File: src/rtl/qcnt_pkg.sv
package qcnt_pkg;

  typedef enum logic [1:0] {
    MODE_QUAD = 2'd0,
    MODE_DIR  = 2'd1,
    MODE_UPDN = 2'd2,
    MODE_BIN  = 2'd3
  } qmode_e;

  typedef struct packed {
    logic up;
    logic dn;
    logic err;
  } qstep_t;

  // position of a Gray-coded {A,B} pair along the forward cycle
  function automatic logic [1:0] gray_pos(input logic [1:0] ab);
    case (ab)
      2'b00:   gray_pos = 2'd0;
      2'b01:   gray_pos = 2'd1;
      2'b11:   gray_pos = 2'd2;
      default: gray_pos = 2'd3;
    endcase
  endfunction

  // classify a move between two cycle positions by its modulo-4 distance
  function automatic qstep_t phase_move(input logic [1:0] p_old, input logic [1:0] p_new);
    logic [1:0] d;
    d = p_new - p_old;
    phase_move.up  = (d == 2'd1);
    phase_move.dn  = (d == 2'd3);
    phase_move.err = (d == 2'd2);
  endfunction

  function automatic qstep_t decode_step(input qmode_e m, input logic [1:0] prv,
                                         input logic [1:0] cur);
    logic rise_a, rise_b;
    rise_a = !prv[1] && cur[1];
    rise_b = !prv[0] && cur[0];
    decode_step = '0;
    case (m)
      MODE_QUAD: decode_step = phase_move(gray_pos(prv), gray_pos(cur));
      MODE_BIN:  decode_step = phase_move(prv, cur);
      MODE_DIR: begin
        decode_step.up = rise_a && !cur[0];
        decode_step.dn = rise_a && cur[0];
      end
      default: begin
        decode_step.up = rise_a && !rise_b;
        decode_step.dn = rise_b && !rise_a;
      end
    endcase
  endfunction

endpackage

File: src/rtl/qcnt_filter.sv
module qcnt_filter #(
  parameter int DB_W = 8
) (
  input  logic            clk,
  input  logic            rst_n,
  input  logic            pin,
  input  logic [DB_W-1:0] len,
  output logic            level
);
  logic            s1, s2;
  logic [DB_W-1:0] run;

  always_ff @(posedge clk or negedge rst_n) begin
    if (!rst_n) begin
      s1    <= 1'b0;
      s2    <= 1'b0;
      level <= 1'b0;
      run   <= '0;
    end else begin
      s1 <= pin;
      s2 <= s1;
      if (len == '0) begin
        level <= s2;
        run   <= '0;
      end else if (s2 == level) begin
        run <= '0;
      end else if (run == len - DB_W'(1)) begin
        level <= s2;
        run   <= '0;
      end else begin
        run <= run + DB_W'(1);
      end
    end
  end

  // with a hold length of two or more, a new level was seen on two consecutive cycles
  a_r7_stable_before_take: assert property (@(posedge clk) disable iff (!rst_n)
    (!$stable(level) && $past(len) >= DB_W'(2)) |-> ($past(s2) == $past(s2, 2)));

endmodule

File: src/rtl/qcnt_decode.sv
module qcnt_decode
  import qcnt_pkg::*;
(
  input  logic         clk,
  input  logic         rst_n,
  input  qmode_e       mode,
  input  logic [1:0]   ab,
  output qstep_t       step
);
  logic [1:0] prv;

  always_ff @(posedge clk or negedge rst_n) begin
    if (!rst_n) prv <= 2'b00;
    else        prv <= ab;
  end

  assign step = decode_step(mode, prv, ab);

  // an illegal jump never also produces a count step
  a_r3_err_excludes_step: assert property (@(posedge clk) disable iff (!rst_n)
    step.err |-> (!step.up && !step.dn));

  // never both directions at once
  a_r5_single_direction: assert property (@(posedge clk) disable iff (!rst_n)
    !(step.up && step.dn));

endmodule

File: src/rtl/qcnt_core.sv
module qcnt_core
  import qcnt_pkg::*;
#(
  parameter int W = 32
) (
  input  logic                clk,
  input  logic                rst_n,
  input  qstep_t              step,
  input  logic                zm_clr,
  input  logic                auto_zero,
  input  logic signed [W-1:0] upper,
  input  logic signed [W-1:0] lower,
  input  logic [2:0]          flag_clr,
  output logic signed [W-1:0] cnt,
  output logic                evt,
  output logic                irq_u,
  output logic                irq_l,
  output logic                err
);
  logic signed [W-1:0] inc, dec, nxt;
  logic                hit_u, hit_l, set_u, set_l, take;

  assign inc   = cnt + W'(1);
  assign dec   = cnt - W'(1);
  assign hit_u = step.up && (inc > upper);
  assign hit_l = step.dn && (dec < lower);
  assign set_u = !zm_clr && hit_u && !auto_zero;
  assign set_l = !zm_clr && hit_l && !auto_zero;
  assign take  = !zm_clr && (step.up || step.dn);

  always_comb begin
    nxt = cnt;
    if (zm_clr)        nxt = '0;
    else if (step.up)  nxt = (hit_u && auto_zero) ? '0 : inc;
    else if (step.dn)  nxt = (hit_l && auto_zero) ? '0 : dec;
  end

  always_ff @(posedge clk or negedge rst_n) begin
    if (!rst_n) begin
      cnt   <= '0;
      evt   <= 1'b0;
      irq_u <= 1'b0;
      irq_l <= 1'b0;
      err   <= 1'b0;
    end else begin
      cnt   <= nxt;
      evt   <= take;
      irq_u <= set_u    ? 1'b1 : (flag_clr[0] ? 1'b0 : irq_u);
      irq_l <= set_l    ? 1'b1 : (flag_clr[1] ? 1'b0 : irq_l);
      err   <= step.err ? 1'b1 : (flag_clr[2] ? 1'b0 : err);
    end
  end

  // a marker clear empties the counter on the next edge
  a_r8_marker_clears: assert property (@(posedge clk) disable iff (!rst_n)
    zm_clr |=> (cnt == '0));

  // an illegal transition leaves the count alone and raises the flag
  a_r3_hold_on_err: assert property (@(posedge clk) disable iff (!rst_n)
    (step.err && !zm_clr) |=> ($stable(cnt) && err));

  // no step and no clear means no movement and no strobe
  a_r13_quiet: assert property (@(posedge clk) disable iff (!rst_n)
    (!step.up && !step.dn && !zm_clr) |=> ($stable(cnt) && !evt));

  // every accepted step strobes
  a_r13_strobe: assert property (@(posedge clk) disable iff (!rst_n)
    ((step.up || step.dn) && !zm_clr) |=> evt);

  // crossing the upper limit in flag mode raises irq_u
  a_r9_upper_flag: assert property (@(posedge clk) disable iff (!rst_n)
    (hit_u && !auto_zero && !zm_clr) |=> irq_u);

  // crossing a limit in auto mode zeroes the count
  a_r11_auto_zero: assert property (@(posedge clk) disable iff (!rst_n)
    ((hit_u || hit_l) && auto_zero && !zm_clr) |=> (cnt == '0));

  // flags hold until cleared
  a_r12_sticky_hi: assert property (@(posedge clk) disable iff (!rst_n)
    (irq_u && !flag_clr[0]) |=> irq_u);
  a_r12_sticky_lo: assert property (@(posedge clk) disable iff (!rst_n)
    (irq_l && !flag_clr[1]) |=> irq_l);

endmodule

File: src/rtl/qcnt_top.sv
module qcnt_top
  import qcnt_pkg::*;
#(
  parameter int W    = 32,
  parameter int DB_W = 8
) (
  input  logic            clk,
  input  logic            rst_n,
  input  logic            enc_a,
  input  logic            enc_b,
  input  logic            enc_z,
  input  logic [1:0]      mode,
  input  logic [DB_W-1:0] dbnc_len,
  input  logic            marker_en,
  input  logic            bound_auto,
  input  logic [W-1:0]    bound_hi,
  input  logic [W-1:0]    bound_lo,
  input  logic [2:0]      flag_clr,
  output logic [W-1:0]    count,
  output logic            count_evt,
  output logic            irq_hi,
  output logic            irq_lo,
  output logic            err_flag,
  output logic            button
);
  localparam int NPIN = 3;

  logic [NPIN-1:0]     raw, lvl;
  logic                z_prv, zm_clr;
  qstep_t              step;
  logic signed [W-1:0] cnt_s;

  assign raw = {enc_a, enc_b, enc_z};

  for (genvar g = 0; g < NPIN; g++) begin : g_filt
    qcnt_filter #(.DB_W(DB_W)) u_filt (
      .clk   (clk),
      .rst_n (rst_n),
      .pin   (raw[g]),
      .len   (dbnc_len),
      .level (lvl[g])
    );
  end

  always_ff @(posedge clk or negedge rst_n) begin
    if (!rst_n) z_prv <= 1'b0;
    else        z_prv <= lvl[0];
  end

  assign zm_clr = marker_en && lvl[0] && !z_prv;
  assign button = lvl[0];

  qcnt_decode u_dec (
    .clk   (clk),
    .rst_n (rst_n),
    .mode  (qmode_e'(mode)),
    .ab    (lvl[2:1]),
    .step  (step)
  );

  qcnt_core #(.W(W)) u_core (
    .clk       (clk),
    .rst_n     (rst_n),
    .step      (step),
    .zm_clr    (zm_clr),
    .auto_zero (bound_auto),
    .upper     (bound_hi),
    .lower     (bound_lo),
    .flag_clr  (flag_clr),
    .cnt       (cnt_s),
    .evt       (count_evt),
    .irq_u     (irq_hi),
    .irq_l     (irq_lo),
    .err       (err_flag)
  );

  assign count = cnt_s;

  // with the marker disabled the Z pin never clears the count
  a_r8_marker_off: assert property (@(posedge clk) disable iff (!rst_n)
    !marker_en |-> !zm_clr);

endmodule

File: config.mk
export PLATFORM = sky130hd
export DESIGN_NAME = qcnt_top
export DESIGN_NICKNAME = d
export VERILOG_FILES = /design/src/rtl/qcnt_pkg.sv /design/src/rtl/qcnt_filter.sv /design/src/rtl/qcnt_decode.sv /design/src/rtl/qcnt_core.sv /design/src/rtl/qcnt_top.sv
export SDC_FILE = /design/constraint.sdc
export NUM_CORES = 1
export LEC_CHECK = 0
export CORE_ASPECT_RATIO = 0.5
export CORE_MARGIN = 2
export CORE_UTILIZATION = 45
export DETAILED_ROUTE_END_ITERATION = 6
export PLACE_DENSITY = 0.69
export SYNTH_ARGS = -nofsm -noshare
export SYNTH_HDL_FRONTEND = slang
export SYNTH_HIERARCHICAL = 1
export SYNTH_SLANG_ARGS = --single-unit
File: constraint.sdc
create_clock -name clk -period 5.55 [get_ports clk]
set_clock_uncertainty 0.2 [all_clocks]
set_input_delay 1.11 -clock clk [delete_from_list [all_inputs] [get_ports clk]]
set_output_delay 1.11 -clock clk [all_outputs]
set_load 0.01 [all_outputs]
==> impl_metrics.toml <==
[run_status]
status = "completed"

[pwr]
finalPower_mw = 3.07
combPwrFrac_pct = 53.8
p_leak_nw = 4.05
swShare_pct = 44.8
power_frac_seq_pct = 27.4
clkPwrFrac_pct = 18.8
p_per_area_nw_per_um2 = 341
p_switching_mw = 1.38
max-vdd-ir-drop_uv = 179
intPower_mw = 1.70

[routing]
wl_per_cell_um = 16.0
wl_met3_um = 1350
routed_wl_um = 19200
dr_wl_met2_um = 8980
avgViaCountPerCell = 5.71
dr.first_iter.drc_count = 563
met1_length_um = 8630
first_pass_iters = 5
top_layer = "met4"
drc = 0
vias = 6857
drtAntennaViolNets = 0

[clocking]
hold_buffers = 0
htreeDepth = 3
clkTransAtPathRegs_ns = 0.07
cts-root-buf = "clkbuf_16"
cts_tree = "done"
clock_path_buffers = 2
numCtsBuffers = 9
clkLatencyLatePin_ns = 0.34
clock_sinks = 72

[synth]
yosysTopAreaCellShare_pct = 24.7
synthCells = 878
netlist_area_um2 = 7290
synth_nets = 1044
yosys_warnings = 6
ys_seq_elements = 72
ys_types = 73
seq_area_frac_synth_pct = 24.7
synth_edf_count = 0
synth_area_leaders = "dfrtp_1 (25%), ha_1 (14%), xnor2_1 (7.4%), inv_1 (5.2%), xor2_1 (5.0%)"
synthFlopType = "dfrtp_1"
async_flop_share_pct = 100
post_synth.cell_area_avg_um2 = 8.31
synth_top_cell_by_area = "dfrtp_1"

[critical_path]
crit_fanout = 19
cp-end-kind = "flop"
worstPathArrival_ns = 5.31
worstPathRequired_ns = 5.58
critPathKind = "flop to flop"
cp-start-kind = "flop"

[sta]
setup_ws_ns = 0.275
hold_viol = 0
fin_crit_sh_pct = 95.0
rsz0062_at_grt = "no"
setup_viol = 0
tns_ns = 0
relSlewSlack_pct = 36.2
clock.fmax_ghz = 0.190
period_minus_slack_ns = 5.27
tightest_slew_ns = 0.958
drv_slew = 0

[finish]
finalNetCount = 1158
area_growth_pct = 23.5
antenna_cells = 0
drive_above_1_share_pct = 7.02

[global_route]
grt_antenna_before_repair = 0
grt_first_pass_wirelength_um = 31800
grt_pass1_vias = 6638
grt_max_degree = 73
grt.total_usage_pct = 23.0
grt.overflow.total = 0

[floorplan]
std_cell_rows = 32
fp.coreArea_um2 = 15600
die_h_um = 94.0
ios = 121
fp.dieW_um = 184
initial_core_util_pct = 46.7
die-area_um2 = 17300

[min_path]
worstHoldPathType = "flop to flop"

[placement]
place_hpwl_um = 15000
post-place-ws_ns = 0.341
port-buffer-count = 120
routabilityCongestion = 0.884

[job]
max-cap-violations = 0
synthesized netlist by cell type, drive strengths merged (12+ instances only):
master / instances
nand3: 44
nand2: 66
nand4: 25
or3: 12
inv: 101
and3: 13
nor2: 32
nor2b: 12
xnor2: 62
o21ai: 39
o211ai: 12
a22oi: 20
clkbuf: 22
a21oi: 36
ha: 82
xor2: 42
nor3: 50
dfrtp: 72
placed cells by master, fill, tap and decap left out, drive strengths merged, types with 13 or more instances in the layout:
| cell type | n |
|---|---|
| inv | 107 |
| xnor2 | 62 |
| a22oi | 20 |
| clkdlybuf4s50 | 119 |
| xor2 | 42 |
| buf | 17 |
| ha | 82 |
| nand3 | 44 |
| nand4 | 25 |
| nor3 | 50 |
| dfrtp | 72 |
| o21ai | 39 |
| a21oi | 36 |
| and3 | 13 |
| nand2 | 66 |
| nor2 | 32 |
worst paths after layout:
kind                                     startpoint                 endpoint  slack (ns)  depth (start not counted)
max in group asynchronous                     rst_n           u_core/cnt[25]        3.80                          1
worst max register to register        u_core/cnt[4]           u_core/cnt[19]        0.28                         16
worst max-delay path                  u_core/cnt[4]           u_core/cnt[19]        0.28                         16
min in group asynchronous                     rst_n  g_filt[0].u_filt/run[1]        0.72                          1
worst min-delay path            g_filt[0].u_filt/s1      g_filt[0].u_filt/s2        0.15                          0
worst min register to register  g_filt[0].u_filt/s1      g_filt[0].u_filt/s2        0.15                          0
stage by stage:
step                instances  area [µm²]  hold slack (ns)  utilization [%]
finish                   1201        9010            0.150             57.7
global route             1201        9010            0.157             57.7
CTS                      1201        9010            0.152             57.7
detailed placement       1185        8710            0.139             55.8
global placement         1185        8710            0.135             55.8
floorplan                 878        7290            0.131                -
worst max-delay path, stage by stage, from the launching register on:
cell	delay, ns
dfrtp_1	0.50
nor3_1	0.46
nand4_1	0.27
and4bb_2	0.47
nand4_1	0.24
o31a_1	0.33
or2_2	0.29
ha_1	0.30
nand4_1	0.16
nor2_1	0.06
a221o_1	0.29
a211o_1	0.31
or3_1	0.43
and3_1	0.17
buf_4	0.20
a32oi_1	0.22
a21bo_2	0.24
registers in the layout (all words and copies together), names as in the netlist:
| name | cells |
|---|---|
| u_core/err | 1 |
| g_filt.u_filt/s2 | 3 |
| u_core/evt | 1 |
| u_core/irq_l | 1 |
| u_core/irq_u | 1 |
| g_filt.u_filt/run | 24 |
| g_filt.u_filt/level | 3 |
| z_prv | 1 |
| u_core/cnt | 32 |
| u_dec/prv | 2 |
| g_filt.u_filt/s1 | 3 |
per-layer routing:
layer,global-route usage (%),vias to the layer above
li1,-,3369
met3,4.69,22
met5,0,-
met4,5.73,0
met2,38.7,208
met1,30.4,3258
power by group through the flow:
stage                     Combinational (mW)  Clock, mW  Sequential [mW]
after floorplan                         1.11          0            0.791
after CTS                               1.65      0.592            0.841
after global placement                  1.59          0            0.845
after global routing                    1.85      0.613            0.868
after detailed placement                1.64          0            0.851
final                                   1.65      0.579            0.842
kinds of logic after synthesis:
kind of cell / after synthesis / synth area share, %
fa+ha+maj: 82 / 14.1
mux: 1 / 0.137
xor+xnor: 105 / 12.8
buf+inv: 134 / 7.38
compound gates: 168 / 16.7
simple gates: 316 / 24.2
flops: 72 / 24.7
layout make-up:
| type | count | area (µm²) |
|---|---|---|
| flip-flops and latches | 72 | 1800 |
| well taps | 204 | 255 |
| multi-input cells | 672 | 4960 |
| clock inverters | 7 | 66.3 |
| inverters | 101 | 379 |
| clock buffers | 9 | 225 |
| repair buffers | 136 | 1320 |
| fillers | 1410 | 6600 |
timing repair:
item,CTS,global route
endpoints found under the hold margin,0,0
buffers inserted,0,0
resized for setup,0,1
endpoints found under the setup margin,0,2
(Power assumes the default switching activity.)
